$ cat src/rtl/pcpwm_pkg.sv
package pcpwm_pkg;
  typedef enum logic {
    SLOPE_UP = 1'b0,
    SLOPE_DN = 1'b1
  } slope_e;
endpackage

$ cat src/rtl/pcpwm_tri_counter.sv
module pcpwm_tri_counter
  import pcpwm_pkg::*;
#(
  parameter int W = 8
) (
  input  logic         clk_i,
  input  logic         rst_ni,
  input  logic         en_i,
  output logic [W-1:0] cnt_o,
  output slope_e       slope_o,
  output logic         bottom_o
);
  localparam logic [W-1:0] NEAR_TOP = {{(W-1){1'b1}}, 1'b0};
  localparam logic [W-1:0] ONE      = {{(W-1){1'b0}}, 1'b1};

  logic [W-1:0] cnt_q;
  slope_e       slope_q;

  // top value is tagged falling, zero tagged rising
  always_ff @(posedge clk_i or negedge rst_ni) begin
    if (!rst_ni) begin
      cnt_q   <= '0;
      slope_q <= SLOPE_UP;
    end else if (en_i) begin
      if (slope_q == SLOPE_UP) begin
        cnt_q <= cnt_q + ONE;
        if (cnt_q == NEAR_TOP) slope_q <= SLOPE_DN;
      end else begin
        cnt_q <= cnt_q - ONE;
        if (cnt_q == ONE) slope_q <= SLOPE_UP;
      end
    end
  end

  assign cnt_o    = cnt_q;
  assign slope_o  = slope_q;
  assign bottom_o = (cnt_q == '0) && (slope_q == SLOPE_UP);
endmodule

$ cat src/rtl/pcpwm_sample_regs.sv
module pcpwm_sample_regs #(
  parameter int W = 8
) (
  input  logic         clk_i,
  input  logic         rst_ni,
  input  logic         en_i,
  input  logic         bottom_i,
  input  logic [W-1:0] sample_i,
  output logic [W-1:0] cmp_o
);
  localparam logic [W-1:0] MID = {1'b1, {(W-1){1'b0}}};

  logic [W-1:0] shadow_q;
  logic [W-1:0] cmp_q;

  always_ff @(posedge clk_i or negedge rst_ni) begin
    if (!rst_ni) begin
      shadow_q <= MID;
      cmp_q    <= MID;
    end else if (en_i) begin
      shadow_q <= sample_i;
      if (bottom_i) cmp_q <= shadow_q;
    end
  end

  assign cmp_o = cmp_q;
endmodule

$ cat src/rtl/pcpwm_compare.sv
module pcpwm_compare
  import pcpwm_pkg::*;
#(
  parameter int W = 8
) (
  input  logic         clk_i,
  input  logic         rst_ni,
  input  logic         en_i,
  input  logic [W-1:0] cnt_i,
  input  slope_e       slope_i,
  input  logic [W-1:0] cmp_i,
  output logic         pwm_o
);
  logic pwm_q;

  // rising match clears, falling match sets
  always_ff @(posedge clk_i or negedge rst_ni) begin
    if (!rst_ni)                     pwm_q <= 1'b1;
    else if (en_i && cnt_i == cmp_i) pwm_q <= (slope_i == SLOPE_DN);
  end

  assign pwm_o = pwm_q;
endmodule

$ cat src/rtl/pcpwm_dac.sv
module pcpwm_dac
  import pcpwm_pkg::*;
#(
  parameter int W = 8
) (
  input  logic         clk_i,
  input  logic         rst_ni,
  input  logic         en_i,
  input  logic [W-1:0] sample_i,
  output logic         pwm_o,
  output logic         req_o
);
  logic [W-1:0] cnt;
  slope_e       slope;
  logic         bottom;
  logic [W-1:0] cmp;

  pcpwm_tri_counter #(.W(W)) i_cnt (
    .clk_i    (clk_i),
    .rst_ni   (rst_ni),
    .en_i     (en_i),
    .cnt_o    (cnt),
    .slope_o  (slope),
    .bottom_o (bottom)
  );

  pcpwm_sample_regs #(.W(W)) i_smp (
    .clk_i    (clk_i),
    .rst_ni   (rst_ni),
    .en_i     (en_i),
    .bottom_i (bottom),
    .sample_i (sample_i),
    .cmp_o    (cmp)
  );

  pcpwm_compare #(.W(W)) i_cmp (
    .clk_i   (clk_i),
    .rst_ni  (rst_ni),
    .en_i    (en_i),
    .cnt_i   (cnt),
    .slope_i (slope),
    .cmp_i   (cmp),
    .pwm_o   (pwm_o)
  );

  assign req_o = en_i & bottom;
endmodule

$ cat config.mk
export PLATFORM = sky130hd
export DESIGN_NAME = pcpwm_dac
export DESIGN_NICKNAME = d
export VERILOG_FILES = /design/src/rtl/pcpwm_pkg.sv /design/src/rtl/pcpwm_tri_counter.sv /design/src/rtl/pcpwm_sample_regs.sv /design/src/rtl/pcpwm_compare.sv /design/src/rtl/pcpwm_dac.sv
export SDC_FILE = /design/constraint.sdc
export NUM_CORES = 1
export LEC_CHECK = 0
export BUFFER_PORTS_ARGS = -buffer_cell sky130_fd_sc_hd__buf_2
export CAP_MARGIN = 20
export CELL_PAD_IN_SITES_DETAIL_PLACEMENT = 0
export CELL_PAD_IN_SITES_GLOBAL_PLACEMENT = 1
export CORE_ASPECT_RATIO = 1.1
export CORE_UTILIZATION = 41
export DETAILED_ROUTE_END_ITERATION = 12
export HOLD_SLACK_MARGIN = 0.15
export PLACE_DENSITY = 0.75
export SLEW_MARGIN = 10
export SYNTH_ARGS = -nofsm -noshare
export SYNTH_HDL_FRONTEND = slang
export SYNTH_SLANG_ARGS = --single-unit
$ cat constraint.sdc
create_clock -name clk_i -period 2.25 [get_ports clk_i]
set_clock_uncertainty 0.05 [all_clocks]
set_input_delay 0 -clock clk_i [delete_from_list [all_inputs] [get_ports clk_i]]
set_output_delay 0 -clock clk_i [all_outputs]
set_load 0.01 [all_outputs]
==> results.py <==
metrics = {
    "worst_setup_path": {
        "r2r-end": "i_cnt.cnt_o[6]",
        "worstPathCellList": "dlygate4sd3_1 -> dlygate4sd3_1 -> buf_2 -> dlygate4sd3_1",
        "critPathKind": "input pin to async pin",
        "reg2reg_slack_ns": 0.43,
        "critPathMaxStageDelay_ns": 0.97,
        "worstPathRequired_ns": 2.64,
        "critPathMostFrequentCell": "dlygate4sd3_1",
        "r2r_start": "i_cnt.cnt_o[0]",
        "cp.arrival_ns": 2.34,
        "cp_max_fo": 14,
        "worstSetupEndpointType": "async pin",
        "critPathLaunchType": "input pin",
        "critical-path-slowest-cell": "dlygate4sd3_1",
        "r2r_cells": 6,
    },
    "yosys": {
        "synth_top_area_share_pct": 44.1,
        "synth.top_cells.by_count": "dfrtp_1 (23), mux2_2 (17), xor2_1 (11)",
        "netlist.top_cell.by_area": "dfrtp_1",
        "synth_ff_type": "dfrtp_1",
        "synth_edf_count": 0,
        "syn_nets": 123,
        "ys_top_cells_by_area": "dfrtp_1 (44%), mux2_2 (15%), xor2_1 (7.4%), dfstp_2 (6.0%), ha_1 (4.8%)",
        "ys_types": 28,
        "async_flop_share_pct": 100,
        "synth_area_um2": 1310,
        "synth_area_per_cell_um2": 12.2,
        "yosysMostFrequentCell": "dfrtp_1",
        "synth-seq-cells": 26,
        "ys_seq_area_share_pct": 50.1,
        "synth_warnings": 0,
        "syn_inst": 107,
    },
    "clocking": {
        "cts_tree": "built",
        "cts_buffers": 3,
        "h-tree-depth": 1,
        "cts_hold_buf": 19,
        "clock_latency_ns": 0.32,
        "cts_resized": 0,
        "postCtsSetupRepairBufs": 0,
        "cts_root_buf": "clkbuf_4",
        "clock-sinks": 26,
        "clk_path_buf_depth": 2,
        "clk_pin_slew_ns": 0.15,
    },
    "final_layout": {
        "drive_gt1_share_pct": 28.7,
        "nets": 153,
        "antenna_cells": 0,
        "fillers": 292,
        "area_growth_pct": 24.0,
        "final-instance-count-excl-fill": 170,
    },
    "timing": {
        "finalSetupViolations": 0,
        "grt_setup_unrepaired": "false",
        "relSlewSlack_pct": 62.0,
        "period_minus_slack_ns": 1.95,
        "tightestPinTransition_ns": 0.567,
        "maxSlewViolCount": 0,
        "worst_hold_slack_ns": 0.393,
        "setup-tns-final_ns": 0,
        "fin_crit_sh_pct": 86.8,
        "hold_viol": 0,
        "max_freq_mhz": 512,
    },
    "grt": {
        "grt_pass1_wl_um": 3960,
        "grt_start_max_net_pins": 19,
        "first_global_vias": 841,
        "track_usage_pct": 15.4,
        "overflow": 0,
        "antenna_found_initial": 0,
    },
    "drt": {
        "viasPerCell": 5.15,
        "drt_iter0_drc": 28,
        "drtAntennaViolNets": 0,
        "wl_um": 2390,
        "drcViolationCount": 0,
        "dr.pass1.iters": 4,
        "vias": 875,
        "wire_per_inst_um": 14.1,
    },
    "placed_design": {
        "io_buffers": 12,
        "hpwl_um": 1550,
        "gp_congestion": 0.759,
        "placed_cells": 147,
    },
    "power": {
        "peakVddDrop_v": 0.000794,
        "power_leakage_uw": 0.000766,
        "power_density_nw_per_um2": 987,
        "finalPower_uw": 1600,
    },
    "min_path": {
        "hold_depth": 3,
        "worstHoldStart": "sample_i[6]",
        "hold_class": "input pin to flip-flop",
        "min_to": "i_smp.shadow_q[6]",
    },
    "floorplanning": {
        "io_pins": 13,
        "start_util_pct": 42.8,
        "rows": 21,
        "die_h_um": 61.2,
        "core_um2": 3050,
        "die_w_um": 55.8,
        "die_area_um2": 3410,
    },
    "flow_run": {
        "drv_cap": 0,
    },
    "status": {
        "status": "completed",
    },
}
-- how the worst max path moves through the flow --
stage	slack (ns)	start	endpoint	cells past startpoint
floorplan	0.60	i_cnt.cnt_o[0]	i_cnt.cnt_o[6]	6
global placement	0.53	i_cnt.cnt_o[0]	i_cnt.cnt_o[6]	6
detailed placement	0.47	i_cnt.cnt_o[0]	i_cnt.cnt_o[6]	6
CTS	0.23	rst_ni	i_smp.shadow_q[3]	4
global route	0.04	rst_ni	i_smp.cmp_o[2]	4
finish	0.30	rst_ni	i_smp.shadow_q[5]	4
-- metrics by stage --
| step | setup slack (ns) | area (µm²) | utilization (%) |
|---|---|---|---|
| 2_1_floorplan | 0.599 | 1310 | - |
| 3_3_place_gp | 0.526 | 1380 | 45.1 |
| 3_5_place_dp | 0.473 | 1380 | 45.1 |
| 4_1_cts | 0.231 | 1620 | 53.1 |
| 5_1_grt | 0.0392 | 1620 | 53.1 |
| 6_report | 0.297 | 1620 | 53.1 |
-- layer usage --
layer	part of all wire, %	GRT usage, %
met5	0	0
met4	0	1.07
met3	3.6	4.41
met2	51	27.7
met1	45	19.5
-- where the power goes --
part | internal (µW) | switching (µW) | total [µW] | leakage (µW)
registers | 616 | 185 | 801 | 0.000313
clock network | 180 | 142 | 322 | 0.0000279
logic | 279 | 196 | 475 | 0.000425
-- registers in the layout, summed over array words and instances, names as in the netlist --
register        count
i_cnt.slope_o       1
i_cmp.pwm_o         1
i_smp.shadow_q      8
i_cnt.cnt_o         8
i_smp.cmp_o         8
-- cells by family (layout without fill, tap and decap cells) --
| logic type | Yosys count | count (layout) | share of synthesized area (%) |
|---|---|---|---|
| AOI/OAI and AO/OA | 9 | 9 | 3.74 |
| xor gates and xnor gates | 16 | 16 | 10.7 |
| adders and majority gates | 5 | 5 | 4.79 |
| buffers and inverters | 10 | 39 | 3.64 |
| DFF | 26 | 26 | 50.1 |
| muxes | 17 | 17 | 14.7 |
| and+or+nand+nor | 24 | 24 | 12.3 |
-- worst max-delay path: cells and delay by family --
kind	cells	cell delay [ns]
buf+inv	4	2.34
-- cell usage in the layout, fill, tap and decap left out, types with 5 or more instances in the layout --
cell	Yosys	layout
dlygate4sd3_1	0	19
ha_1	5	5
xnor2_1	5	5
dfrtp_1	23	23
buf_2	2	12
mux2_2	17	17
nand2_1	5	5
xor2_1	11	11
-- final cells by class --
class | count | area, µm² | share of cell area [%]
sequential | 26 | 654 | 40.4
tap | 34 | 42.5 | 2.63
timing repair buffer | 31 | 250 | 15.5
inverter | 4 | 15.0 | 0.928
clock buffer | 3 | 22.5 | 1.39
clock inverter | 1 | 30.0 | 1.86
multi-input combinational | 71 | 603 | 37.3
Power figures use the tool's default switching activity.
